--- src/rtl/pswallow_pkg.sv ---
package pswallow_pkg;

  // Strobes sent from control to datapath each clock
  typedef struct packed {
    logic preTerm;   // prescaler period ends this clock
    logic cycleEnd;  // whole division cycle ends this clock
    logic load;      // capture a new setting on the next edge
  } divStrobe_t;

endpackage

--- src/rtl/pswallow_datapath.sv ---
module pswallow_datapath
  import pswallow_pkg::*;
#(
  parameter int SWALLOW_W = 7,
  parameter int PROG_W    = 11,
  parameter int MOD_LO    = 64,
  parameter int MOD_HI    = 128,
  parameter int PRE_W     = $clog2(MOD_HI + 1)
) (
  input  logic                 clk,
  input  divStrobe_t           strb,
  input  logic [SWALLOW_W-1:0] aIn,
  input  logic [PROG_W-1:0]    bIn,
  input  logic                 selIn,
  output logic                 preZero,
  output logic                 bLast,
  output logic                 modCtrl
);

  localparam logic [PRE_W-1:0] LO_M1 = PRE_W'(MOD_LO - 1);
  localparam logic [PRE_W-1:0] HI_M1 = PRE_W'(MOD_HI - 1);

  logic [PRE_W-1:0]     preCnt;
  logic [SWALLOW_W-1:0] aRem;
  logic [PROG_W-1:0]    bRem;
  logic                 actSel;

  logic [SWALLOW_W-1:0] aDec;
  logic                 aInNz;
  logic                 aDecNz;
  logic [PRE_W-1:0]     loadPre;
  logic [PRE_W-1:0]     nextPre;

  always_comb begin
    aInNz   = (aIn != '0);
    aDec    = (aRem != '0) ? aRem - SWALLOW_W'(1) : '0;
    aDecNz  = (aDec != '0);
    loadPre = (selIn  ? LO_M1 : HI_M1) + PRE_W'(aInNz);
    nextPre = (actSel ? LO_M1 : HI_M1) + PRE_W'(aDecNz);
  end

  always_ff @(posedge clk) begin
    if (strb.load) begin
      aRem   <= aIn;
      bRem   <= bIn;
      actSel <= selIn;
      preCnt <= loadPre;
    end else if (strb.preTerm) begin
      aRem   <= aDec;
      bRem   <= bRem - PROG_W'(1);
      preCnt <= nextPre;
    end else begin
      preCnt <= preCnt - PRE_W'(1);
    end
  end

  assign preZero = (preCnt == '0);
  assign bLast   = (bRem == PROG_W'(1));
  assign modCtrl = (aRem != '0);

endmodule

--- src/rtl/pswallow_ctrl.sv ---
module pswallow_ctrl
  import pswallow_pkg::*;
(
  input  logic       rst,
  input  logic       preZero,
  input  logic       bLast,
  output divStrobe_t strb,
  output logic       divPulse
);

  always_comb begin
    strb.preTerm  = preZero;
    strb.cycleEnd = preZero && bLast;
    strb.load     = rst || strb.cycleEnd;
    divPulse      = !rst && strb.cycleEnd;
  end

endmodule

--- src/rtl/pswallow_cfgcheck.sv ---
module pswallow_cfgcheck #(
  parameter int SWALLOW_W = 7,
  parameter int PROG_W    = 11,
  parameter int PROG_MIN  = 3
) (
  input  logic [SWALLOW_W-1:0] aIn,
  input  logic [PROG_W-1:0]    bIn,
  output logic                 cfgErr
);

  always_comb begin
    cfgErr = (bIn < PROG_W'(PROG_MIN)) || (PROG_W'(aIn) > bIn);
  end

endmodule

--- src/rtl/pswallow_divider.sv ---
module pswallow_divider
  import pswallow_pkg::*;
#(
  parameter int SWALLOW_W = 7,
  parameter int PROG_W    = 11,
  parameter int MOD_LO    = 64,
  parameter int MOD_HI    = 128,
  parameter int PROG_MIN  = 3
) (
  input  logic                 clk,
  input  logic                 rst,
  input  logic [SWALLOW_W-1:0] swallowCount,
  input  logic [PROG_W-1:0]    progCount,
  input  logic                 modSel,
  output logic                 divPulse,
  output logic                 modCtrl,
  output logic                 cfgErr
);

  localparam int PRE_W = $clog2(MOD_HI + 1);

  divStrobe_t strb;
  logic       preZero;
  logic       bLast;

  pswallow_ctrl u_ctrl (
    .rst      (rst),
    .preZero  (preZero),
    .bLast    (bLast),
    .strb     (strb),
    .divPulse (divPulse)
  );

  pswallow_datapath #(
    .SWALLOW_W (SWALLOW_W),
    .PROG_W    (PROG_W),
    .MOD_LO    (MOD_LO),
    .MOD_HI    (MOD_HI),
    .PRE_W     (PRE_W)
  ) u_dp (
    .clk     (clk),
    .strb    (strb),
    .aIn     (swallowCount),
    .bIn     (progCount),
    .selIn   (modSel),
    .preZero (preZero),
    .bLast   (bLast),
    .modCtrl (modCtrl)
  );

  pswallow_cfgcheck #(
    .SWALLOW_W (SWALLOW_W),
    .PROG_W    (PROG_W),
    .PROG_MIN  (PROG_MIN)
  ) u_cfg (
    .aIn    (swallowCount),
    .bIn    (progCount),
    .cfgErr (cfgErr)
  );

endmodule

--- config.mk ---
export PLATFORM = sky130hd
export DESIGN_NAME = pswallow_divider
export DESIGN_NICKNAME = d
export VERILOG_FILES = /design/src/rtl/pswallow_pkg.sv /design/src/rtl/pswallow_datapath.sv /design/src/rtl/pswallow_ctrl.sv /design/src/rtl/pswallow_cfgcheck.sv /design/src/rtl/pswallow_divider.sv
export SDC_FILE = /design/constraint.sdc
export NUM_CORES = 1
export LEC_CHECK = 0
export ABC_AREA = 1
export CORE_MARGIN = 2
export CORE_UTILIZATION = 45
export DETAILED_ROUTE_END_ITERATION = 10
export GPL_TIMING_DRIVEN = 0
export PLACE_DENSITY = 0.71
export SKIP_CTS_REPAIR_TIMING = 1
export SLEW_MARGIN = 25
export SYNTH_ARGS = -nofsm -noshare
export SYNTH_HDL_FRONTEND = slang
export SYNTH_SLANG_ARGS = --single-unit
--- constraint.sdc ---
create_clock -name clk -period 3.5 [get_ports clk]
set_input_delay 1.05 -clock clk [delete_from_list [all_inputs] [get_ports clk]]
set_output_delay 1.05 -clock clk [all_outputs]
set_load 0.01 [all_outputs]
==> key figures <==
Status
  – Outcome: complete, no violations

Power and ir drop
  – Leak: 1.19 nW
  – VDD IR max: 0.000250 V
  – PwrDens: 487 mW/mm^2

STA
  – Final setup fails: 0
  – Clk_skew: 0.00603 ns
  – Fin crit period: 3.43 ns
  – Final TNS setup: 0 ns
  – Final Hold Vio Count: 0
  – Hold Slack: 0.592 ns
  – Final Max Tran Viols: 0
  – Max_slew headroom: 0.443
  – Fin crit share: 0.980
  – Peak Freq: 0.292 GHz
  – Setup ws final: 0.0701 ns
  – Actual slew at the worst max-slew pin: 0.834 ns

Worst setup path
  – Worst R2R Start: u_dp.aRem[0]
  – Critical Path RT: 2.45 ns
  – RR Endpoint: u_dp.preCnt[6]
  – Slowest-stage cell, CP: clkdlybuf4s50_1
  – WP data arrival: 2.38 ns
  – Largest stage delay, worst path: 0.46 ns
  – Worst setup path endpoint: cfgErr
  – Crit-path max FO: 3
  – Crit Path Class: in -> out
  – Cell Chain, Critical Path: clkdlybuf4s50_1 -> ha_1 -> o21ai_0 -> a21oi_1 -> o21ai_1 -> and2_1 -> buf_2
  – R2R depth: 12
  – FF-to-FF setup slack: 1.47 ns
  – Setup crit start kind: primary input
  – Crit path capture type: output pin
  – Worst setup path start: progCount[0]

Clock tree
  – TritonCTS clock tree: done
  – Clock Path Buffers: 2
  – H-tree depth: 1
  – CTS Root Buffer Type: clkbuf_8
  – TritonCTS Buffers: 3
  – Sink Count: 27
  – Worst-Skew Late Latency: 0.27 ns
  – Clk pin slew, worst setup/hold paths: 0.10 ns

Flow run
  – Max Cap Viol: 0

Place
  – Port Buffers: 23
  – Routability congestion estimate from global placement: 0.811
  – Pre-CTS WS: -0.568 ns
  – Area after DPL: 0.00235 mm^2
  – Final HPWL DP: 3070 um

Synthesis
  – Register area share after synthesis: 0.355
  – Mean post-synth cell area: 8.40 um^2
  – Synth Register Bits: 27
  – Mapped cell area: 0.00206 mm^2
  – Synth Net Count: 280
  – Synth unique cells: 30
  – Syn Inst Count: 245
  – Yosys warns: 0

Global route
  – GRT overflow: 0
  – Largest net degree at the start of global routing: 22
  – Number of global-route vias before repair: 1500
  – Initial antenna violation count: 0
  – First-pass GRT wire length: 6730 um
  – Gr usage total: 0.162

Final layout
  – Area growth syn-to-layout: 21.0%
  – Final core utilization: 0.568
  – Ant. Diodes: 0
  – Share of cells above drive strength 1: 0.260
  – Post-layout net count: 309
  – Post-route cell area: 0.00249 mm^2

Floorplanning
  – Core area: 0.00438 mm^2
  – I/O pin total: 24
  – Starting Density: 0.469
  – Die ar.: 0.00513 mm^2
  – Die Wd: 71.6 um
  – # rows: 24
  – Die Height: 71.6 um

Min path
  – Worst hold path startpoint: u_dp.preCnt[7]
  – Hold depth: 2
  – Hold crit path type: reg -> reg

Route
  – Antenna-violating nets left: 0
  – Vias per inst: 4.90
  – DRC viols: 0
  – Initial DRC count: 59
  – DR vias: 1592
  – Post-Route WL: 3960 um
  – WL/cell: 12.2 um
  – First-pass DRT Iterations: 4
worst min path at each step:
stage | end
after floorplan | u_dp.preCnt[7]
after global placement | u_dp.preCnt[7]
after detailed placement | u_dp.preCnt[7]
after CTS | u_dp.preCnt[7]
after global routing | u_dp.preCnt[7]
final | u_dp.preCnt[7]
synthesized netlist by cell type:
| cell type | count | share of area |
|---|---|---|
| nand2_2 | 20 | 0.061 |
| or2_2 | 1 | 0.0030 |
| edfxtp_1 | 19 | 0.28 |
| a21oi_1 | 4 | 0.0097 |
| xor2_1 | 8 | 0.034 |
| inv_2 | 2 | 0.0036 |
| o21ai_1 | 4 | 0.0097 |
| nand4_1 | 3 | 0.0091 |
| nor2_1 | 22 | 0.040 |
| and2_1 | 1 | 0.0030 |
| o21ai_0 | 4 | 0.0097 |
| dfxtp_1 | 8 | 0.078 |
| nor2_4 | 2 | 0.011 |
| buf_12 | 3 | 0.029 |
| o21ai_2 | 12 | 0.051 |
| o211ai_2 | 2 | 0.012 |
| xnor2_1 | 5 | 0.021 |
| nor4b_1 | 1 | 0.0043 |
| nand2_4 | 1 | 0.0055 |
| nor2_2 | 8 | 0.024 |
| nor3_1 | 1 | 0.0024 |
| nand3_1 | 16 | 0.039 |
| inv_1 | 30 | 0.055 |
| nand3_4 | 1 | 0.0085 |
| a22oi_1 | 1 | 0.0036 |
| nand3_2 | 2 | 0.0097 |
| ha_1 | 14 | 0.085 |
| nand2_1 | 48 | 0.088 |
| nor4_1 | 1 | 0.0030 |
| nand2_8 | 1 | 0.0097 |
layer usage:
layer  wire, um  global-route usage
met1       1790               0.218
met5          0                   0
met4         16              0.0314
met3         57              0.0169
met2       2100               0.285
sequential cells by signal, indices dropped and copies added, names as in the netlist:
signal,flops
u_dp.preCnt,8
u_dp.aRem,7
u_dp.actSel,1
u_dp.bRem,11
worst max-delay path, delay by kind of cell:
family / cells / cell delay (ns)
adder cells (fa/ha/maj): 1 / 0.20
buffers and inverters: 2 / 0.58
AO/OA/AOI/OAI: 3 / 0.40
AND/OR/NAND/NOR: 1 / 0.14
power breakdown:
part | internal [mW] | switching, mW | leakage [nW]
Sequential | 0.448 | 0.0663 | 0.256
Clock | 0.0815 | 0.0970 | 0.0228
Combinational | 0.224 | 0.296 | 0.909
Total | 0.754 | 0.459 | 1.19
layout by cell type, fill, tap and decap left out, types with 5 or more instances in the layout:
| cell | instances |
|---|---|
| inv_1 | 27 |
| nor2_2 | 8 |
| dlymetal6s2s_1 | 13 |
| ha_1 | 11 |
| edfxtp_1 | 19 |
| nor2_1 | 22 |
| clkdlybuf4s50_1 | 9 |
| nand2_2 | 21 |
| o21ai_2 | 12 |
| nand2_1 | 47 |
| o21ai_1 | 6 |
| inv_2 | 5 |
| xor2_1 | 8 |
| dfxtp_1 | 8 |
| xnor2_1 | 5 |
| nand3_1 | 16 |
through the flow:
step | power, mW | instances
final | 1.21 | 325
after global routing | 1.32 | 325
after CTS | 1.22 | 324
after detailed placement | 1.04 | 320
after global placement | 1.02 | 320
after floorplan | 0.924 | 245
layout make-up:
| class | instances | area [um^2] |
|---|---|---|
| clock buffers | 4 | 45.0 |
| plain buffers | 3 | 60.1 |
| multi-input cells | 183 | 1200 |
| flip-flops and latches | 27 | 731 |
| inverters | 32 | 120 |
| repair buffers | 24 | 265 |
| fillers | 400 | 1890 |
| well taps | 52 | 65.1 |
cell families (layout without fill, tap and decap cells):
kind of cell,after synthesis,count (layout),share of synthesized area
simple gates,129,129,0.321
buf+inv,35,63,0.0875
compound gates,27,27,0.0960
flops,27,27,0.355
fa+ha+maj,14,14,0.0851
xor+xnor,13,13,0.0553
Power figures use the tool's default switching activity.
